<file path="config.mk">
export PLATFORM = sky130hd
export DESIGN_NAME = dacw_top
export DESIGN_NICKNAME = d
export VERILOG_FILES = /design/src/rtl/dacw_pkg.sv /design/src/rtl/dacw_sync.sv /design/src/rtl/dacw_shift.sv /design/src/rtl/dacw_out.sv /design/src/rtl/dacw_top.sv
export SDC_FILE = /design/constraint.sdc
export NUM_CORES = 1
export LEC_CHECK = 0
export ABC_CLOCK_PERIOD_IN_PS = 1800
export BUFFER_PORTS_ARGS = -buffer_cell sky130_fd_sc_hd__buf_4
export CAP_MARGIN = 20
export CORE_MARGIN = 8
export CORE_UTILIZATION = 29
export CTS_BUF_LIST = sky130_fd_sc_hd__clkbuf_8 sky130_fd_sc_hd__clkbuf_16
export DETAILED_ROUTE_END_ITERATION = 10
export PLACE_DENSITY = 0.53
export SLEW_MARGIN = 20
export SYNTH_ARGS = -nofsm -noshare
export SYNTH_HDL_FRONTEND = slang
export SYNTH_SLANG_ARGS = --single-unit
</file>
<file path="constraint.sdc">
create_clock -name clk -period 1.8 [get_ports clk]
set_input_delay 0.18 -clock clk [delete_from_list [all_inputs] [get_ports clk]]
set_output_delay 0.18 -clock clk [all_outputs]
set_load 0.02 [all_outputs]
</file>
<file path="src/rtl/dacw_pkg.sv">
package dacw_pkg;
  localparam int NPINS    = 4;
  localparam int IDX_DATA = 0;
  localparam int IDX_SCK  = 1;
  localparam int IDX_FRM  = 2;
  localparam int IDX_LOAD = 3;
  // idle levels: strobe, frame and serial clock rest high, data low
  localparam logic [NPINS-1:0] PIN_IDLE = 4'b1110;
endpackage

</file>
<file path="src/rtl/dacw_sync.sv">
module dacw_sync #(
  parameter int W      = 4,
  parameter int STAGES = 2,
  parameter logic [W-1:0] RST_VAL = '0
) (
  input  logic         clk,
  input  logic         rst,
  input  logic [W-1:0] din,
  output logic [W-1:0] dout
);
  logic [W-1:0] stage_q [STAGES];

  for (genvar s = 0; s < STAGES; s++) begin : g_stage
    if (s == 0) begin : g_first
      always_ff @(posedge clk) begin
        if (rst) stage_q[s] <= RST_VAL;
        else     stage_q[s] <= din;
      end
    end else begin : g_next
      always_ff @(posedge clk) begin
        if (rst) stage_q[s] <= RST_VAL;
        else     stage_q[s] <= stage_q[s-1];
      end
    end
  end

  assign dout = stage_q[STAGES-1];
endmodule

</file>
<file path="src/rtl/dacw_shift.sv">
module dacw_shift #(
  parameter int W = 12
) (
  input  logic         clk,
  input  logic         rst,
  input  logic         frm_lvl,
  input  logic         frm_fall,
  input  logic         sck_fall,
  input  logic         din,
  output logic [W-1:0] word_o
);
  localparam int CW = $clog2(W + 1);
  localparam logic [CW-1:0] FULL = CW'(W);
  localparam logic [CW-1:0] LAST = CW'(W - 1);

  logic [W-1:0]  sh_q;
  logic [CW-1:0] cnt_q;
  logic          act_q;
  logic          take;

  assign take = act_q && !frm_lvl && sck_fall && (cnt_q < FULL);

  always_ff @(posedge clk) begin
    if (rst) begin
      sh_q   <= '0;
      cnt_q  <= '0;
      act_q  <= 1'b0;
      word_o <= '0;
    end else if (frm_fall) begin
      act_q <= 1'b1;
      cnt_q <= '0;
    end else if (frm_lvl) begin
      act_q <= 1'b0;
    end else if (take) begin
      sh_q  <= {sh_q[W-2:0], din};
      cnt_q <= cnt_q + 1'b1;
      if (cnt_q == LAST) word_o <= {sh_q[W-2:0], din};
    end
  end

  AST_CNT_BOUND: assert property (@(posedge clk) disable iff (rst)
    cnt_q <= FULL);
  AST_CNT_FROZEN: assert property (@(posedge clk) disable iff (rst)
    (cnt_q == FULL && !frm_fall) |=> (cnt_q == FULL));
  AST_WORD_ONLY_FULL: assert property (@(posedge clk) disable iff (rst)
    !(sck_fall && cnt_q == LAST) |=> $stable(word_o));
endmodule

</file>
<file path="src/rtl/dacw_out.sv">
module dacw_out #(
  parameter int W = 12
) (
  input  logic         clk,
  input  logic         rst,
  input  logic         load_fall,
  input  logic [W-1:0] word_i,
  output logic [W-1:0] code_o
);
  always_ff @(posedge clk) begin
    if (rst)            code_o <= '0;
    else if (load_fall) code_o <= word_i;
  end

  AST_LOAD_COPY: assert property (@(posedge clk) disable iff (rst)
    load_fall |=> (code_o == $past(word_i)));
  AST_HOLD_NO_LOAD: assert property (@(posedge clk) disable iff (rst)
    !load_fall |=> $stable(code_o));
endmodule

</file>
<file path="src/rtl/dacw_top.sv">
module dacw_top #(
  parameter int WORD_W      = 12,
  parameter int SYNC_STAGES = 2
) (
  input  logic              clk,
  input  logic              rst,
  input  logic              frame_n,
  input  logic              sck,
  input  logic              sdi,
  input  logic              load_n,
  output logic [WORD_W-1:0] dac_code
);
  import dacw_pkg::*;

  logic [NPINS-1:0]  pins_raw, pins_s;
  logic              frm_prev, sck_prev, load_prev;
  logic              frm_fall, sck_fall, load_fall;
  logic [WORD_W-1:0] held_word;

  always_comb begin
    pins_raw           = '0;
    pins_raw[IDX_DATA] = sdi;
    pins_raw[IDX_SCK]  = sck;
    pins_raw[IDX_FRM]  = frame_n;
    pins_raw[IDX_LOAD] = load_n;
  end

  dacw_sync #(.W(NPINS), .STAGES(SYNC_STAGES), .RST_VAL(PIN_IDLE)) u_sync (
    .clk (clk),
    .rst (rst),
    .din (pins_raw),
    .dout(pins_s)
  );

  always_ff @(posedge clk) begin
    if (rst) begin
      frm_prev  <= 1'b1;
      sck_prev  <= 1'b1;
      load_prev <= 1'b1;
    end else begin
      frm_prev  <= pins_s[IDX_FRM];
      sck_prev  <= pins_s[IDX_SCK];
      load_prev <= pins_s[IDX_LOAD];
    end
  end

  assign frm_fall  = frm_prev  && !pins_s[IDX_FRM];
  assign sck_fall  = sck_prev  && !pins_s[IDX_SCK];
  assign load_fall = load_prev && !pins_s[IDX_LOAD];

  dacw_shift #(.W(WORD_W)) u_shift (
    .clk     (clk),
    .rst     (rst),
    .frm_lvl (pins_s[IDX_FRM]),
    .frm_fall(frm_fall),
    .sck_fall(sck_fall),
    .din     (pins_s[IDX_DATA]),
    .word_o  (held_word)
  );

  dacw_out #(.W(WORD_W)) u_out (
    .clk      (clk),
    .rst      (rst),
    .load_fall(load_fall),
    .word_i   (held_word),
    .code_o   (dac_code)
  );

  AST_EDGE_EXCL: assert property (@(posedge clk) disable iff (rst)
    load_fall |=> !load_fall);
endmodule

</file>
# Word level (Yosys, flattened, before mapping)
# Memory sizes are Yosys's and may differ from the RTL's.
# Index checks and enable logic that the tools add are counted.
dict set report word_totals {
  register_bits 43
  ramBits 8
  input_bits 6
  out_inout_bits 12
  elab_cells 37
  mem_count 1
}
# memory words word_bits rd rd_ports_with_merged_regs wr line_no
set memory_table {}
lappend memory_table {u_sync.stage_q 2 4 2 0 2 dacw_sync.sv:11} ;# logic [W-1:0] stage_q [STAGES];
dict set report classes {
  add_sub_neg 1
  magnitude_cmp 1
  n_eq_ne 1
  mux 7
  n_bitwise 4
  n_reduce_logical 14
}
# operator count
set op_table {}
lappend op_table {{$mux W4} 2}
lappend op_table {{$logic_and A1 B1 Y1} 6}
lappend op_table {{$mux W1} 5}
lappend op_table {{$add A4 B1 Y4 const B} 1}
lappend op_table {{$eq A4 B4 Y1 const B} 1}
lappend op_table {{$lt A4 B4 Y1 const B} 1}
lappend op_table {{$reduce_and A4 Y1} 1}
lappend op_table {{$logic_not A1 Y1} 3}
lappend op_table {{$reduce_and A3 Y1} 1}
lappend op_table {{$not A1 Y1} 2}
lappend op_table {{$or A1 B1 Y1} 2}
lappend op_table {{$reduce_and A2 Y1} 1}
lappend op_table {{$reduce_bool A2 Y1} 1}
lappend op_table {{$reduce_or A2 Y1} 1}

# Depth between registers and ports, before layout
dict set report logic_depth {
  depth_word 5
  mapped_depth 5
  mapped_depth_nobuf 4
}

# Modules after synthesis
# Synthesis repeated with hierarchy kept, for this count alone.
dict set report unflattened {
  hier_cells 169
  area_unflattened_um2 1908.1
}
# module instances cells_per_inst area_each_um2 seq_area_each_um2
set by_module_without_submodules {}
lappend by_module_without_submodules {dacw_shift 1 106 1172.4 560.5}
lappend by_module_without_submodules {dacw_out 1 38 420.4 240.2}
lappend by_module_without_submodules {dacw_sync 1 16 210.2 160.2}
lappend by_module_without_submodules {dacw_top 1 9 105.1 60.1}

# Worst setup path after synthesis
# Ideal clock, no wire load.
dict set report synth_path {
  kind {register -> register}
  from {register u_shift.cnt_q[2]}
  to {register u_shift.word_o[10]}
  setup_ns 0.072
  arrival_ns 1.453
  required_time_ns 1.728
  path_slack_ns 0.275
  path_stages_with_launch 5
  path_buffers 1
  period_less_slack_ns 1.525
  cell_sequence {dfxtp_1 or4b_4 nor4_4 buf_6 mux2i_1}
}
dict set report synth_via {
  elab_chain_cells 3
  elab_cells_between_ends 4
  cone_classes {order compare (1); eq/ne (1); reduce/logical (2)}
}
# item line_no
set synth_lines {}
lappend synth_lines {{start: declaration} dacw_shift.sv:17} ;# logic [CW-1:0] cnt_q;
lappend synth_lines {{start signal: assignment} dacw_shift.sv:36} ;# cnt_q <= cnt_q + 1'b1;
lappend synth_lines {{$lt A4 B4 Y1} dacw_shift.sv:21} ;# assign take = act_q && !frm_lvl && sck_fall && (cnt_q < FULL);
lappend synth_lines {{$logic_and A1 B1 Y1} dacw_shift.sv:21}
lappend synth_lines {{$reduce_and A4 Y1 (no source line) (*)} n/a}
lappend synth_lines {{end signal: assignment} dacw_shift.sv:37} ;# if (cnt_q == LAST) word_o <= {sh_q[W-2:0], din};
lappend synth_lines {{end: declaration} dacw_shift.sv:10} ;# output logic [W-1:0] word_o
# Mark *: on every way between the ends. The rest lies on a longest branch, timed or not.
# A chain may end at the register's enable or synchronous reset.

# Worst setup path after layout
dict set report layout_path {
  from {register u_shift.cnt_q[2]}
  to {register u_shift.word_o[0]}
}
# The elaborated chain is that of the path after synthesis.

==> metrics.txt <==
Layout area overhead 17.75%; CTS tree built; detailed placement HPWL 2059 um; max cap viols 0; worst-margin pin slew 0.5837 ns; minimum clock period around 1.6 ns; layout cells sized above 1 0.2200; Port Buffers 17; Fin. Hold Viols 0; mapped cell area between 1500 and 2000 um2; Pre-antenna DRT Iters 4; combinational fraction of design power 0.022; final core occ 0.3458; crit-path max FO 12; path type of the worst setup path register to register; Seq/Total Area, Yosys 0.5570; Setup Buffers After CTS 0; Fin Setup TNS 0 ns; via density per instance 4.314; clk_lat worst skew 0.30 ns; routability cong. 0.7041; initial drt markers 39; WL final 3132 um; Hold WC Path Type input pin to register; register bit total from synthesis approximately 50; post-synthesis cell count 180; CP startpoint kind register; Final nets around 200; post-CTS resize count 0; Clk pin slew, worst setup/hold paths roughly 0.090 ns; fmax approximately 0.63 GHz; CTS H-tree lvls 2; initial antenna violation count 0; antenna cells 0; Period Utilization, post-route 0.8757; Die Area between 9000 and 10000 um2; CP required 2.02 ns; RSZ-0062 raised after global routing no; register area 1021 um2; DR vias 1195; Initial Util 0.2937; Final ANT Viol Nets 0; Root Driver clkbuf_8; core area 6241 um2; Sink Count 51; Pint 1.720 mW; Boundary Pins 18; worst vdd ir 0.5109 mV; gr usage total 0.07171; Final Non-Filler Cells about 280; Register-to-Register Path Depth 4; Final setup viols 0; Flop pwr share 0.535; status finished clean; Synth cell types 28; chip height between 90 and 100 um; hold_buf cts 0; largest net degree at the start of global routing 26; Clock Path Buffers 2; commonest non-fill, non-tap cells in the layout 51 x dfxtp_1, 49 x nand2_1, 23 x mux2i_1; Synth Warn # 0; FILL cells 666; commonest non-fill, non-tap cell in the layout dfxtp_1; critical path data arrival time between 1.5 and 2 ns; Setup crit end kind register; Pleak roughly 0.76 nW; Post-route DRC 0; Switching Share 0.1950; FP Rows 29; vias in the first global route 1173; PD cells 990.0 nW/um2; placed cells around 270; Worst slew margin 0.6108; global-route wire length before repair 5188 um; area occupied by multi-input gates 739.5 um2; Syn Nets roughly 190; chip width 95.50 um; hold depth 2; Slew Viols, Final 0; gr ovfl total 0; Fin Clk Skew 0.01307 ns; P_sw 0.4166 mW; average size of a mapped cell 10.18 um2; clock network fraction of total power 0.443; detail-routed net length per standard cell 11.31 um; TritonCTS Buffers 5
[critical path, stage by stage, from the launching register on]
cell and delay, ns:
dfxtp_1 0.34, or4b_4 0.55, nor4_4 0.13, buf_4 0.27, mux2i_1 0.20
[synthesized netlist by cell type, drive strengths merged]
| cell type | instances | share of area |
|---|---|---|
| nand4bb | 1 | 0.015 |
| o31ai | 1 | 0.0041 |
| a21oi | 16 | 0.044 |
| nor4bb | 1 | 0.0055 |
| or3 | 2 | 0.0075 |
| nor2 | 3 | 0.0061 |
| nand2b | 1 | 0.0034 |
| nor2b | 3 | 0.010 |
| nand3b | 1 | 0.0041 |
| dfxtp | 51 | 0.56 |
| a21o | 1 | 0.0041 |
| buf | 2 | 0.010 |
| and2 | 1 | 0.0041 |
| or4b | 1 | 0.0075 |
| clkbuf | 6 | 0.023 |
| nor4 | 2 | 0.018 |
| mux2i | 23 | 0.13 |
| inv | 3 | 0.0061 |
| ha | 1 | 0.0068 |
| nand2 | 49 | 0.10 |
| and3 | 1 | 0.0041 |
| or2 | 8 | 0.027 |
| o21ai | 2 | 0.0055 |
[state kept, by name (all words and copies together) (netlist names)]
name            cells
u_shift.sh_q       11
sck_prev            1
u_shift.act_q       1
u_sync.stage_q      8
u_shift.cnt_q       4
u_out.code_o       12
load_prev           1
frm_prev            1
u_shift.word_o     12
[cells by family after synthesis]
family | share of synthesized area
AOI/OAI and AO/OA | 0.05734
adders and majority gates | 0.006825
buffers and inverters | 0.03959
DFF | 0.5570
muxes | 0.1256
and+or+nand+nor | 0.2137
[per-stage QoR]
step	hold WS (ns)	cell area (um2)	setup slack [ns]	power, mW
floorplan	0.2516	1833	0.2755	1.203
global placement	0.3656	2018	0.2682	1.219
detailed placement	0.3666	2018	0.2330	1.219
CTS	0.05014	2158	0.2100	2.165
global route	0.04476	2158	0.1138	2.210
finish	0.06049	2158	0.2238	2.137
[final cells by class]
cell class / count / area share
flip-flops and latches: 51 / 0.4730
clock inverters: 3 / 0.03304
repair buffers: 20 / 0.06957
well taps: 77 / 0.04464
inverters: 3 / 0.005217
clock buffers: 5 / 0.03188
multi-input cells: 118 / 0.3426
[final timing paths]
path                                    from  slack (ns)                              end
max            u_shift.cnt_q[2]$_SDFFE_PP0P_        0.22   u_shift.word_o[0]$_SDFFE_PP0P_
min                                      sck        0.06  u_sync.stage_q[0][1]$_SDFF_PP1_
max reg2reg    u_shift.cnt_q[2]$_SDFFE_PP0P_        0.22   u_shift.word_o[0]$_SDFFE_PP0P_
min reg2reg  u_sync.stage_q[0][2]$_SDFF_PP1_        0.41  u_sync.stage_q[1][2]$_SDFF_PP1_
[per-layer routing]
layer	track usage	vias up	wire length, um
met2	0.1214	16	1428
li1	-	634	-
met4	0.03073	0	44
met5	0	-	0
met1	0.08082	543	1525
met3	0.02362	2	133
[power groups by stage]
stage	clock network, mW	logic, mW	registers (mW)
finish	0.947	0.0465	1.14
global placement	0	0.0490	1.17
CTS	0.972	0.0489	1.14
global route	1.01	0.0519	1.15
floorplan	0	0.0345	1.17
detailed placement	0	0.0486	1.17
Power figures use the tool's default switching activity.
